**src/rtl/cmp_chg_pkg.sv**
```systemverilog
`timescale 1ns/1ps
// Shared constants and types for the comparator change interrupt block.
// Assumes exactly two channels, because the register layout packs two status
// and two invert bits.
package cmp_chg_pkg;
    localparam int NCH    = 2;
    localparam int MODE_W = 3;
    localparam int DW     = 8;
    localparam logic [MODE_W-1:0] MODE_OFF = 3'b111;

    typedef enum logic {
        SEL_CTRL = 1'b0,
        SEL_FLAG = 1'b1
    } reg_sel_e;

    typedef struct packed {
        logic [NCH-1:0]    inv;
        logic [MODE_W-1:0] mode;
    } ctrl_t;
endpackage

```
**src/rtl/cmp_polarity.sv**
```systemverilog
`timescale 1ns/1ps
// Applies the mode gate and per-channel inversion to the raw comparator bits.
// Assumes raw inputs are already synchronous to clk. Channels that are off
// read 0 and are not inverted.
module cmp_polarity
    import cmp_chg_pkg::*;
(
    input  logic [NCH-1:0] raw_i,
    input  ctrl_t          ctrl_i,
    output logic [NCH-1:0] live_o
);
    logic chan_on;

    // Both channels share one mode field; 111 turns them off.
    assign chan_on = (ctrl_i.mode != MODE_OFF);

    for (genvar ch = 0; ch < NCH; ch++) begin : g_chan
        // Gate first, then invert only an active channel.
        always_comb live_o[ch] = chan_on ? (raw_i[ch] ^ ctrl_i.inv[ch]) : 1'b0;
    end
endmodule

```
**src/rtl/cmp_ctrl_regs.sv**
```systemverilog
`timescale 1ns/1ps
// Holds the mode/invert register, decodes the register port and forms read data.
// Assumes single-cycle strobes. An address-0 read or write is reported as an
// access so that the snapshot can reload.
module cmp_ctrl_regs
    import cmp_chg_pkg::*;
(
    input  logic           clk,
    input  logic           rst_n,
    input  logic           sel_i,
    input  logic           rd_i,
    input  logic           wr_i,
    input  logic [5:0]     wdata_i,
    input  logic [NCH-1:0] live_i,
    input  logic           flag_i,
    input  logic           cie_i,
    output ctrl_t          ctrl_o,
    output logic           acc_ctrl_o,
    output logic           wr_flag_o,
    output logic [DW-1:0]  rdata_o
);
    localparam int PAD_W = DW - 2;

    logic wr_ctrl;

    // Address decode for both registers.
    assign wr_ctrl    = wr_i && (sel_i == SEL_CTRL);
    assign wr_flag_o  = wr_i && (sel_i == SEL_FLAG);
    assign acc_ctrl_o = (rd_i || wr_i) && (sel_i == SEL_CTRL);

    // Control register: mode and invert bits, reset to channels off.
    always_ff @(posedge clk) begin
        if (!rst_n) begin
            ctrl_o.mode <= MODE_OFF;
            ctrl_o.inv  <= '0;
        end else if (wr_ctrl) begin
            ctrl_o.mode <= wdata_i[MODE_W-1:0];
            ctrl_o.inv  <= wdata_i[5:4];
        end
    end

    // Read mux: status, inverts, zero, mode; or the enable and flag.
    always_comb begin
        rdata_o = '0;
        if (rd_i) begin
            if (sel_i == SEL_CTRL)
                rdata_o = {live_i[1], live_i[0], ctrl_o.inv[1], ctrl_o.inv[0], 1'b0, ctrl_o.mode};
            else
                rdata_o = {{PAD_W{1'b0}}, cie_i, flag_i};
        end
    end
endmodule

```
**src/rtl/cmp_change_det.sv**
```systemverilog
`timescale 1ns/1ps
// Keeps the snapshot of the status bits taken at the last control-register
// access and reports a set event on mismatch. Assumes that an access in the
// same cycle overrides the set, so the reload wins.
module cmp_change_det
    import cmp_chg_pkg::*;
(
    input  logic           clk,
    input  logic           rst_n,
    input  logic [NCH-1:0] live_i,
    input  logic           acc_ctrl_i,
    output logic [NCH-1:0] snap_o,
    output logic           set_evt_o
);
    // Snapshot register, reloaded from the live bits on any access.
    always_ff @(posedge clk) begin
        if (!rst_n)
            snap_o <= '0;
        else if (acc_ctrl_i)
            snap_o <= live_i;
    end

    // Any channel differing raises a set event unless an access is under way.
    assign set_evt_o = (|(live_i ^ snap_o)) && !acc_ctrl_i;
endmodule

```
**src/rtl/cmp_flag_gate.sv**
```systemverilog
`timescale 1ns/1ps
// Sticky flag with software set/clear, local enable, three-way interrupt gate
// and wake request. Assumes a hardware set outranks a software clear in the
// same cycle.
module cmp_flag_gate (
    input  logic       clk,
    input  logic       rst_n,
    input  logic       set_evt_i,
    input  logic       wr_flag_i,
    input  logic [1:0] wdata_i,
    input  logic       periph_en_i,
    input  logic       glob_en_i,
    input  logic       sleep_i,
    output logic       flag_o,
    output logic       cie_o,
    output logic       irq_o,
    output logic       wake_o
);
    // Flag and local enable registers; a set event wins over a written 0.
    always_ff @(posedge clk) begin
        if (!rst_n) begin
            flag_o <= 1'b0;
            cie_o  <= 1'b0;
        end else begin
            flag_o <= (wr_flag_i ? wdata_i[0] : flag_o) | set_evt_i;
            if (wr_flag_i)
                cie_o <= wdata_i[1];
        end
    end

    // Request outputs gated by their enables.
    assign irq_o  = flag_o && cie_o && periph_en_i && glob_en_i;
    assign wake_o = sleep_i && flag_o && cie_o;
endmodule

```
**src/rtl/cmp_chg_irq.sv**
```systemverilog
`timescale 1ns/1ps
// Top of the comparator change interrupt block: polarity gating, control
// register, snapshot compare and flag gate. Assumes synchronous raw inputs and a
// synchronous active-low reset.
module cmp_chg_irq
    import cmp_chg_pkg::*;
(
    input  logic           clk,
    input  logic           rst_n,
    input  logic [NCH-1:0] cmp_raw_i,
    input  logic           reg_sel_i,
    input  logic           reg_rd_i,
    input  logic           reg_wr_i,
    input  logic [DW-1:0]  reg_wdata_i,
    output logic [DW-1:0]  reg_rdata_o,
    input  logic           periph_en_i,
    input  logic           glob_en_i,
    input  logic           sleep_i,
    output logic [NCH-1:0] cmp_out_o,
    output logic           irq_o,
    output logic           wake_o
);
    ctrl_t          ctrl_q;
    logic [NCH-1:0] live;
    logic [NCH-1:0] snap_q;
    logic           acc_ctrl;
    logic           wr_flag;
    logic           set_evt;
    logic           flag_q;
    logic           cie_q;
    logic [MODE_W-1:0] mode_q;
    logic           unused_wbits;

    // Write-data bits with no storage behind them.
    assign unused_wbits = ^{reg_wdata_i[7:6], reg_wdata_i[3]};
    assign mode_q       = ctrl_q.mode;
    assign cmp_out_o    = live;

    cmp_polarity u_pol (
        .raw_i  (cmp_raw_i),
        .ctrl_i (ctrl_q),
        .live_o (live)
    );

    cmp_ctrl_regs u_regs (
        .clk        (clk),
        .rst_n      (rst_n),
        .sel_i      (reg_sel_i),
        .rd_i       (reg_rd_i),
        .wr_i       (reg_wr_i),
        .wdata_i    (reg_wdata_i[5:0]),
        .live_i     (live),
        .flag_i     (flag_q),
        .cie_i      (cie_q),
        .ctrl_o     (ctrl_q),
        .acc_ctrl_o (acc_ctrl),
        .wr_flag_o  (wr_flag),
        .rdata_o    (reg_rdata_o)
    );

    cmp_change_det u_det (
        .clk        (clk),
        .rst_n      (rst_n),
        .live_i     (live),
        .acc_ctrl_i (acc_ctrl),
        .snap_o     (snap_q),
        .set_evt_o  (set_evt)
    );

    cmp_flag_gate u_flag (
        .clk         (clk),
        .rst_n       (rst_n),
        .set_evt_i   (set_evt),
        .wr_flag_i   (wr_flag),
        .wdata_i     (reg_wdata_i[1:0]),
        .periph_en_i (periph_en_i),
        .glob_en_i   (glob_en_i),
        .sleep_i     (sleep_i),
        .flag_o      (flag_q),
        .cie_o       (cie_q),
        .irq_o       (irq_o),
        .wake_o      (wake_o)
    );
endmodule

```
**config.mk**
```make
export PLATFORM = sky130hd
export DESIGN_NAME = cmp_chg_irq
export DESIGN_NICKNAME = d
export VERILOG_FILES = /design/src/rtl/cmp_chg_pkg.sv /design/src/rtl/cmp_polarity.sv /design/src/rtl/cmp_ctrl_regs.sv /design/src/rtl/cmp_change_det.sv /design/src/rtl/cmp_flag_gate.sv /design/src/rtl/cmp_chg_irq.sv
export SDC_FILE = /design/constraint.sdc
export NUM_CORES = 1
export LEC_CHECK = 0
export BUFFER_PORTS_ARGS = -buffer_cell sky130_fd_sc_hd__buf_4
export CAP_MARGIN = 10
export CORE_AREA = 4 4 41 43
export CTS_CLUSTER_SIZE = 20
export DETAILED_ROUTE_END_ITERATION = 6
export DIE_AREA = 0 0 45 47
export PLACE_DENSITY = 0.81
export SYNTH_ARGS = -nofsm -noshare
export SYNTH_HDL_FRONTEND = slang
export SYNTH_SLANG_ARGS = --single-unit
```
**constraint.sdc**
```tcl
create_clock -name clk -period 2.8 [get_ports clk]
set_input_delay 0.42 -clock clk [delete_from_list [all_inputs] [get_ports clk]]
set_output_delay 0.42 -clock clk [all_outputs]
set_load 0.01 [all_outputs]
```
Word level (Yosys, flattened, before mapping)
Index checks and enable logic that the tools add are counted.

Output and inout port bits: 12. Bits in registers: 9.

Bitwise operators: 5. Equal/unequal tests: 1. Reduce and logical (&&, ||, !) cells: 12. Mux-type cells: 5.

Operators with widths (number): $mux W8 (2); $logic_and A1 B1 Y1 (9); $mux W1 (3); $ne A3 B3 Y1 const B (1); $reduce_or A2 Y1 (1); $xor A1 B1 Y1 (2); $xor A2 B2 Y2 (1); $logic_not A1 Y1 (1); $logic_or A1 B1 Y1 (1); $not A1 Y1 (1); $or A1 B1 Y1 (1).

Depth between registers and ports, before layout
Gate-level depths: netlist of the first run.

Depth after elaboration: 6. Gate-level depth with buffers: 5. Mapped depth without buffers: 4.

By module
Synthesis of the first run repeated with hierarchy kept, for this count alone.

Cell total of the unflattened synthesis: 58. Area total of the unflattened synthesis: 526.8 µm².

By module, submodules not included: cmp_ctrl_regs (area an instance 311.5 µm², times used 1, cells an instance 37, seq. area each 100.1 µm²); cmp_change_det (area an instance 95.1 µm², times used 1, cells an instance 9, seq. area each 40.0 µm²); cmp_flag_gate (area an instance 90.1 µm², times used 1, cells an instance 8, seq. area each 40.0 µm²); cmp_polarity (area an instance 30.0 µm², times used 1, cells an instance 4, seq. area each 0.0 µm²).

Least setup slack after synthesis of the first run
OpenSTA, ideal clock, no wires.

Path kind: input to output. From: input cmp_raw_i[1]. To: output reg_rdata_o[7]. Setup slack: 1.402 ns. Arrival time: 0.978 ns. Path buffers: 0. Data required time: 2.380 ns. Stages: 3. Cell sequence: xnor2_1 -> a31oi_4 -> and2_2.

Word-level cells in the longest chain between the ends: 4.

Ends and longest elaborated chain: start, declared (line cmp_chg_irq.sv:10) `input logic [NCH-1:0] cmp_raw_i,`; $xor A1 B1 Y1 (line cmp_polarity.sv:19) `always_comb live_o[ch] = chan_on ? (raw_i[ch] ^ ctrl_i.inv[ch]) : 1'b0;`; $mux W1 (line cmp_polarity.sv:19); net cmp_out_o[1] (line cmp_chg_irq.sv:19) `output logic [NCH-1:0] cmp_out_o,`; $mux W8 (line cmp_ctrl_regs.sv:46) `if (sel_i == SEL_CTRL)`; $mux W8 (line cmp_ctrl_regs.sv:45) `if (rd_i) begin`; end, declared (line cmp_chg_irq.sv:15) `output logic [DW-1:0] reg_rdata_o,`.

The timed path passes the listed nets, and every way through them passes these cells.

Worst setup path in the final report of the first run
From: register u_regs.ctrl_o[4] (netlist name). To: output reg_rdata_o[7].

Word-level cells in the longest chain between the ends: 4.

Ends and longest elaborated chain: start, declared (line cmp_ctrl_regs.sv:17) `output ctrl_t ctrl_o,`; $xor A1 B1 Y1 (line cmp_polarity.sv:19); $mux W1 (line cmp_polarity.sv:19); $mux W8 (line cmp_ctrl_regs.sv:46); $mux W8 (line cmp_ctrl_regs.sv:45).

No other way between the ends.

==> results of run 1 <==
## how the worst min path moves through the flow
stage                         startpoint  depth (start not counted)                       endpoint
2_1_floorplan  u_flag.cie_o$_SDFFE_PN0N_                          2      u_flag.cie_o$_SDFFE_PN0N_
3_3_place_gp   u_flag.cie_o$_SDFFE_PN0N_                          2      u_flag.cie_o$_SDFFE_PN0N_
3_5_place_dp   u_flag.cie_o$_SDFFE_PN0N_                          2      u_flag.cie_o$_SDFFE_PN0N_
4_1_cts                   reg_wdata_i[2]                          3  u_regs.ctrl_o[2]$_SDFFE_PN1P_
5_1_grt                   reg_wdata_i[2]                          3  u_regs.ctrl_o[2]$_SDFFE_PN1P_
6_report                  reg_wdata_i[2]                          3  u_regs.ctrl_o[2]$_SDFFE_PN1P_
## kinds of logic (layout without fill, tap and decap cells)
logic type,after synthesis,after routing
simple gates,27,27
mux,11,11
xor+xnor,2,2
other cells,1,1
flops,9,9
compound gates,4,4
buf+inv,4,29
## metal layers
metal	vias to the layer above	GRT usage [%]	routed length [µm]
met5	-	0	0
met3	2	3.831	145
met1	220	16.36	558
li1	248	-	-
met4	0	8.772	13
met2	22	22.03	612
## through the flow
| step | total power, µW | cell area (µm²) |
|---|---|---|
| after floorplan | 196.0 | 590.6 |
| after global placement | 226.7 | 767.0 |
| after detailed placement | 229.0 | 767.0 |
| after CTS | 328.5 | 793.3 |
| after global routing | 339.6 | 793.3 |
| final | 327.5 | 793.3 |
## synth_stat cells
| cell | n | area, µm² |
|---|---|---|
| nand2_1 | 6 | 22.52 |
| a31oi_4 | 2 | 42.54 |
| conb_1 | 1 | 3.750 |
| nand3_1 | 1 | 5.000 |
| and4_1 | 1 | 8.760 |
| buf_4 | 4 | 30.03 |
| nand4b_1 | 2 | 17.52 |
| nand4_2 | 1 | 12.51 |
| and2_1 | 3 | 18.77 |
| xnor2_1 | 2 | 17.52 |
| a21boi_0 | 1 | 7.510 |
| nand3b_1 | 1 | 7.510 |
| dfxtp_1 | 9 | 180.2 |
| mux2_2 | 1 | 11.26 |
| o21bai_4 | 1 | 18.77 |
| mux2_4 | 1 | 15.01 |
| nor2b_1 | 8 | 50.05 |
| and3_1 | 1 | 6.260 |
| mux2i_1 | 9 | 90.09 |
| nand3_2 | 1 | 10.01 |
| and2_2 | 2 | 15.01 |
## state kept, by name (all words and copies together) (netlist names)
register / flops
u_flag.cie_o: 1
u_det.snap_o: 2
u_regs.ctrl_o: 5
u_flag.flag_o: 1
## power groups by stage
stage	Clock, µW	Sequential (µW)	Combinational, µW
floorplan	0	146	50.3
finish	102	145	80.7
global route	105	146	88.6
CTS	102	145	81.4
global placement	0	147	79.3
detailed placement	0	148	80.9
## area by class of cell
type	count	area, µm²	share of cell area, %
tap	15	18.77	2.366
sequential	9	180.2	22.71
multi-input combinational	45	380.4	47.95
clock buffer	4	26.28	3.312
timing repair buffer	25	187.7	23.66
## critical path, stage by stage (launching register included)
cell     delay [ns]
dfxtp_1        0.33
xnor2_1        0.28
a31oi_4        0.08
and2_2         0.20
buf_4          0.14
==> results.sh, run 1 <==
export IMPL_status="complete, no violations"
export IMPL_pre_cts_slack_ns=1.176
export IMPL_maxSlewHeadroom_pct=63.04
export IMPL_arrival_ns=1.30
export IMPL_layout_common_cells="buf_4 (25), mux2i_1 (9), dfxtp_1 (9)"
export IMPL_timing_fmax_ghz=0.5825
export IMPL_tritoncts="done"
export IMPL_cap_viol_max_count=0
export IMPL_synth_top_family_by_area="simple AND/OR/NAND/NOR gates"
export IMPL_fin_crit_ns=1.717
export IMPL_period_share_pct=61.31
export IMPL_p_comb_share_pct=24.6
export IMPL_yosysWarnings=0
export IMPL_crit_type="flop to primary output"
export IMPL_fp_dieH_um=47
export IMPL_synth_fp_nets=76
export IMPL_tightest_slew_ns=0.5533
export IMPL_cts_setup_buffers=0
export IMPL_start_util_pct=45.38
export IMPL_dieWidth_um=45
export IMPL_syn_instance_count=58
export IMPL_cp_max_fo=4
export IMPL_power_switching_uw=90.21
export IMPL_internal_power_uw=237.3
export IMPL_crit_end="reg_rdata_o[7]"
export IMPL_wl_mm=1.330
export IMPL_p_leak_uw=0.0003485
export IMPL_syn_cell_area_um2=590.6
export IMPL_wl_per_cell_um=13.57
export IMPL_cts_root_buffer="clkbuf_4"
export IMPL_floorplan_rows=13
export IMPL_fin_hold_ws_ns=0.3793
export IMPL_grt_max_degree=14
export IMPL_portBuffers=25
export IMPL_final_max_slew_violation_count=0
export IMPL_tns_ns=0
export IMPL_place_hpwl_mm=1.031
export IMPL_r2r_cells=4
export IMPL_vias=492
export IMPL_min_path_type="input port to flop"
export IMPL_rsz0062_at_grt="false"
export IMPL_clkLatencyLatePin_ns=0.26
export IMPL_synth_compound_area_share_pct=11.65
export IMPL_ios=30
export IMPL_first_pass_iters=4
export IMPL_dp_cells=94
export IMPL_skew_ns=0.001635
export IMPL_ys_seq_area_share_pct=30.51
export IMPL_synth_xor_area_share_pct=2.966
export IMPL_fillers=130
export IMPL_layout_setup_ws_ns=1.083
export IMPL_p_clk_share_pct=31.0
export IMPL_cp_end_kind="primary output"
export IMPL_cts_buffers=3
export IMPL_setup_worst_path_start_class="flop"
export IMPL_cts_sinks=9
export IMPL_htree_levels=1
export IMPL_worstReg2RegEnd="u_flag.flag_o$_SDFF_PN0_"
export IMPL_holdBufCountCts=0
export IMPL_gr_total_overflow=0
export IMPL_antenna_found_initial=0
export IMPL_synth_cell_types=21
export IMPL_clk_pin_slew_ns=0.06
export IMPL_ant_nets=0
export IMPL_synthAdderAreaFrac_pct=0
export IMPL_final_common_cell="buf_4"
export IMPL_synth_mux_area_share_pct=19.70
export IMPL_fin_util_pct=60.96
export IMPL_cts_resized=0
export IMPL_vias_per_cell=5.020
export IMPL_synth_simple_area_share_pct=29.45
export IMPL_clockBufferDepth=2
export IMPL_switching_share_pct=27.55
export IMPL_grt_util_all_layers_pct=13.81
export IMPL_drt_initial_drc_count=2
export IMPL_n_antenna_cell=0
export IMPL_worstPathRequired_ns=2.38
export IMPL_area_growth_pct=34.32
export IMPL_synth_seq_cells=9
export IMPL_critPathLaunch="u_regs.ctrl_o[4]$_SDFFE_PN0P_"
export IMPL_instances_no_fill=98
export IMPL_dieArea_um2=2115
export IMPL_grt_pass1_wl_mm=2.056
export IMPL_drive_gt1_share_pct=44.58
export IMPL_remaining_drc_errors=0
export IMPL_finalHoldViolCount=0
export IMPL_setup_viol=0
export IMPL_seqPwrFrac_pct=44.3
export IMPL_grt_pass1_vias=471
export IMPL_avgSynthCellArea_um2=10.18
export IMPL_gp_congestion=0.7281
export IMPL_p_per_area_nw_per_um2=412.8
export IMPL_peakVddDrop_mv=0.3266
export IMPL_layout_nets=102
export IMPL_core_um2=1301
export IMPL_regToRegStartpoint="u_regs.ctrl_o[4]$_SDFFE_PN0P_"
export IMPL_reg2reg_slack_ns=1.63
Power figures use the tool's default switching activity.
==> run 2: changes to the inputs <==
Settings changed: CORE_AREA 4 4 41 43 to unset, CORE_MARGIN set to 4, CORE_UTILIZATION set to 43, DIE_AREA 0 0 45 47 to unset, PLACE_DENSITY 0.81 to 0.79.
Clock period 2.8 ns to 1.66 ns, I/O delays scaled along.
==> results.sh, run 2 (synthesis results as in run 1) <==
export IMPL_status="complete, no violations"
export IMPL_period_share_pct=93.18
export IMPL_p_leak_uw=0.0003536
export IMPL_r2r_cells=4
export IMPL_fillers=136
export IMPL_largest_register="u_regs.ctrl_o"
export IMPL_fp_dieH_um=45.06
export IMPL_whs_path_depth=3
export IMPL_cts_sinks=9
export IMPL_skew_ns=0.0003491
export IMPL_drt_initial_drc_count=9
export IMPL_cts_root_buffer="clkbuf_4"
export IMPL_fin_util_pct=61.54
export IMPL_peakVddDrop_mv=0.4040
export IMPL_portBuffers=25
export IMPL_final_max_slew_violation_count=0
export IMPL_totalPowerFinal_uw=556.5
export IMPL_timing_fmax_ghz=0.6465
export IMPL_rsz0062_at_grt="false"
export IMPL_n_antenna_cell=0
export IMPL_grt_pass1_vias=499
export IMPL_setup_viol=0
export IMPL_start_util_pct=45.38
export IMPL_gp_congestion=0.7265
export IMPL_htree_levels=1
export IMPL_layout_nets=103
export IMPL_setup_worst_path_start_class="flop"
export IMPL_layout_common_cells="buf_4 (26), mux2i_1 (9), dfxtp_1 (9)"
export IMPL_cap_viol_max_count=0
export IMPL_gr_total_overflow=0
export IMPL_remaining_drc_errors=0
export IMPL_largest_register_ffs=5
export IMPL_vias=509
export IMPL_clk_pin_slew_ns=0.06
export IMPL_vias_per_cell=5.141
export IMPL_multi_input_area_um2=380.4
export IMPL_place_hpwl_mm=1.012
export IMPL_cp_end_kind="primary output"
export IMPL_min_path_type="input port to flop"
export IMPL_ios=30
export IMPL_grt_pass1_wl_mm=2.187
export IMPL_arrival_ns=1.30
export IMPL_finalHoldViolCount=0
export IMPL_cts_setup_buffers=0
export IMPL_final_common_cell="buf_4"
export IMPL_clkLatencyLatePin_ns=0.26
export IMPL_tritoncts="done"
export IMPL_cts_resized=0
export IMPL_crit_type="flop to primary output"
export IMPL_drive_gt1_share_pct=45.24
export IMPL_floorplan_rows=13
export IMPL_largestRegisters="u_regs.ctrl_o (5), u_det.snap_o (2)"
export IMPL_area_growth_pct=35.59
export IMPL_holdBufCountCts=0
export IMPL_seq_area_um2=180.2
export IMPL_dieWidth_um=45.06
export IMPL_p_per_area_nw_per_um2=695.0
export IMPL_dieArea_um2=2030
export IMPL_cts_buffers=3
export IMPL_cp_max_fo=4
export IMPL_wl_per_cell_um=13.62
export IMPL_fin_crit_ns=1.547
export IMPL_antenna_found_initial=0
export IMPL_clockBufferDepth=2
export IMPL_core_um2=1301
export IMPL_grt_max_degree=14
export IMPL_tns_ns=0
export IMPL_wl_mm=1.348
export IMPL_worstPathRequired_ns=1.41
export IMPL_grt_util_all_layers_pct=15.37
export IMPL_ant_nets=0
export IMPL_first_pass_iters=3
==> run 2: through the flow <==
stage / setup slack (ns) / hold slack, ns / cell area (µm²) / instances
floorplan: 0.5369 / 0.3763 / 590.6 / 58
global placement: 0.3992 / 0.4626 / 774.5 / 95
detailed placement: 0.3896 / 0.4697 / 774.5 / 95
CTS: 0.09399 / 0.1935 / 800.8 / 99
global route: 0.04779 / 0.2149 / 800.8 / 99
finish: 0.1131 / 0.1954 / 800.8 / 99
==> run 2: layout make-up <==
cell class                 count  area share (%)
tap                           15           2.344
sequential                     9           22.50
timing repair buffer          26           24.37
multi-input combinational     45           47.50
clock buffer                   4           3.281
==> run 2: worst paths after layout <==
| path | endpoint | from | slack [ns] |
|---|---|---|---|
| setup / recovery | reg_rdata_o[7] | u_regs.ctrl_o[4]$_SDFFE_PN0P_ | 0.11 |
| hold / removal | u_regs.ctrl_o[2]$_SDFFE_PN1P_ | reg_wdata_i[2] | 0.20 |
| setup reg to reg | u_flag.flag_o$_SDFF_PN0_ | u_regs.ctrl_o[4]$_SDFFE_PN0P_ | 0.50 |
| hold reg to reg | u_flag.cie_o$_SDFFE_PN0N_ | u_flag.cie_o$_SDFFE_PN0N_ | 0.49 |
==> run 2: where the power goes <==
part           leakage (µW)  total (µW)  internal, µW  switching [µW]
clock             0.0000150         174          92.9            81.0
sequential        0.0000738         245           229            15.6
combinational      0.000265         138          79.6            58.1
==> run 2: per-layer routing <==
metal | wire length [µm] | up-vias | track usage, %
met3 | 128 | 4 | 2.789
met5 | 0 | - | 0
met2 | 623 | 25 | 24.58
li1 | - | 250 | -
met4 | 40 | 0 | 12.28
met1 | 555 | 230 | 17.72
==> run 2: worst max-delay path, stage by stage (launching register included) <==
cell and delay, ns:
dfxtp_1 0.33, xnor2_1 0.29, a31oi_4 0.08, and2_2 0.20, buf_4 0.14
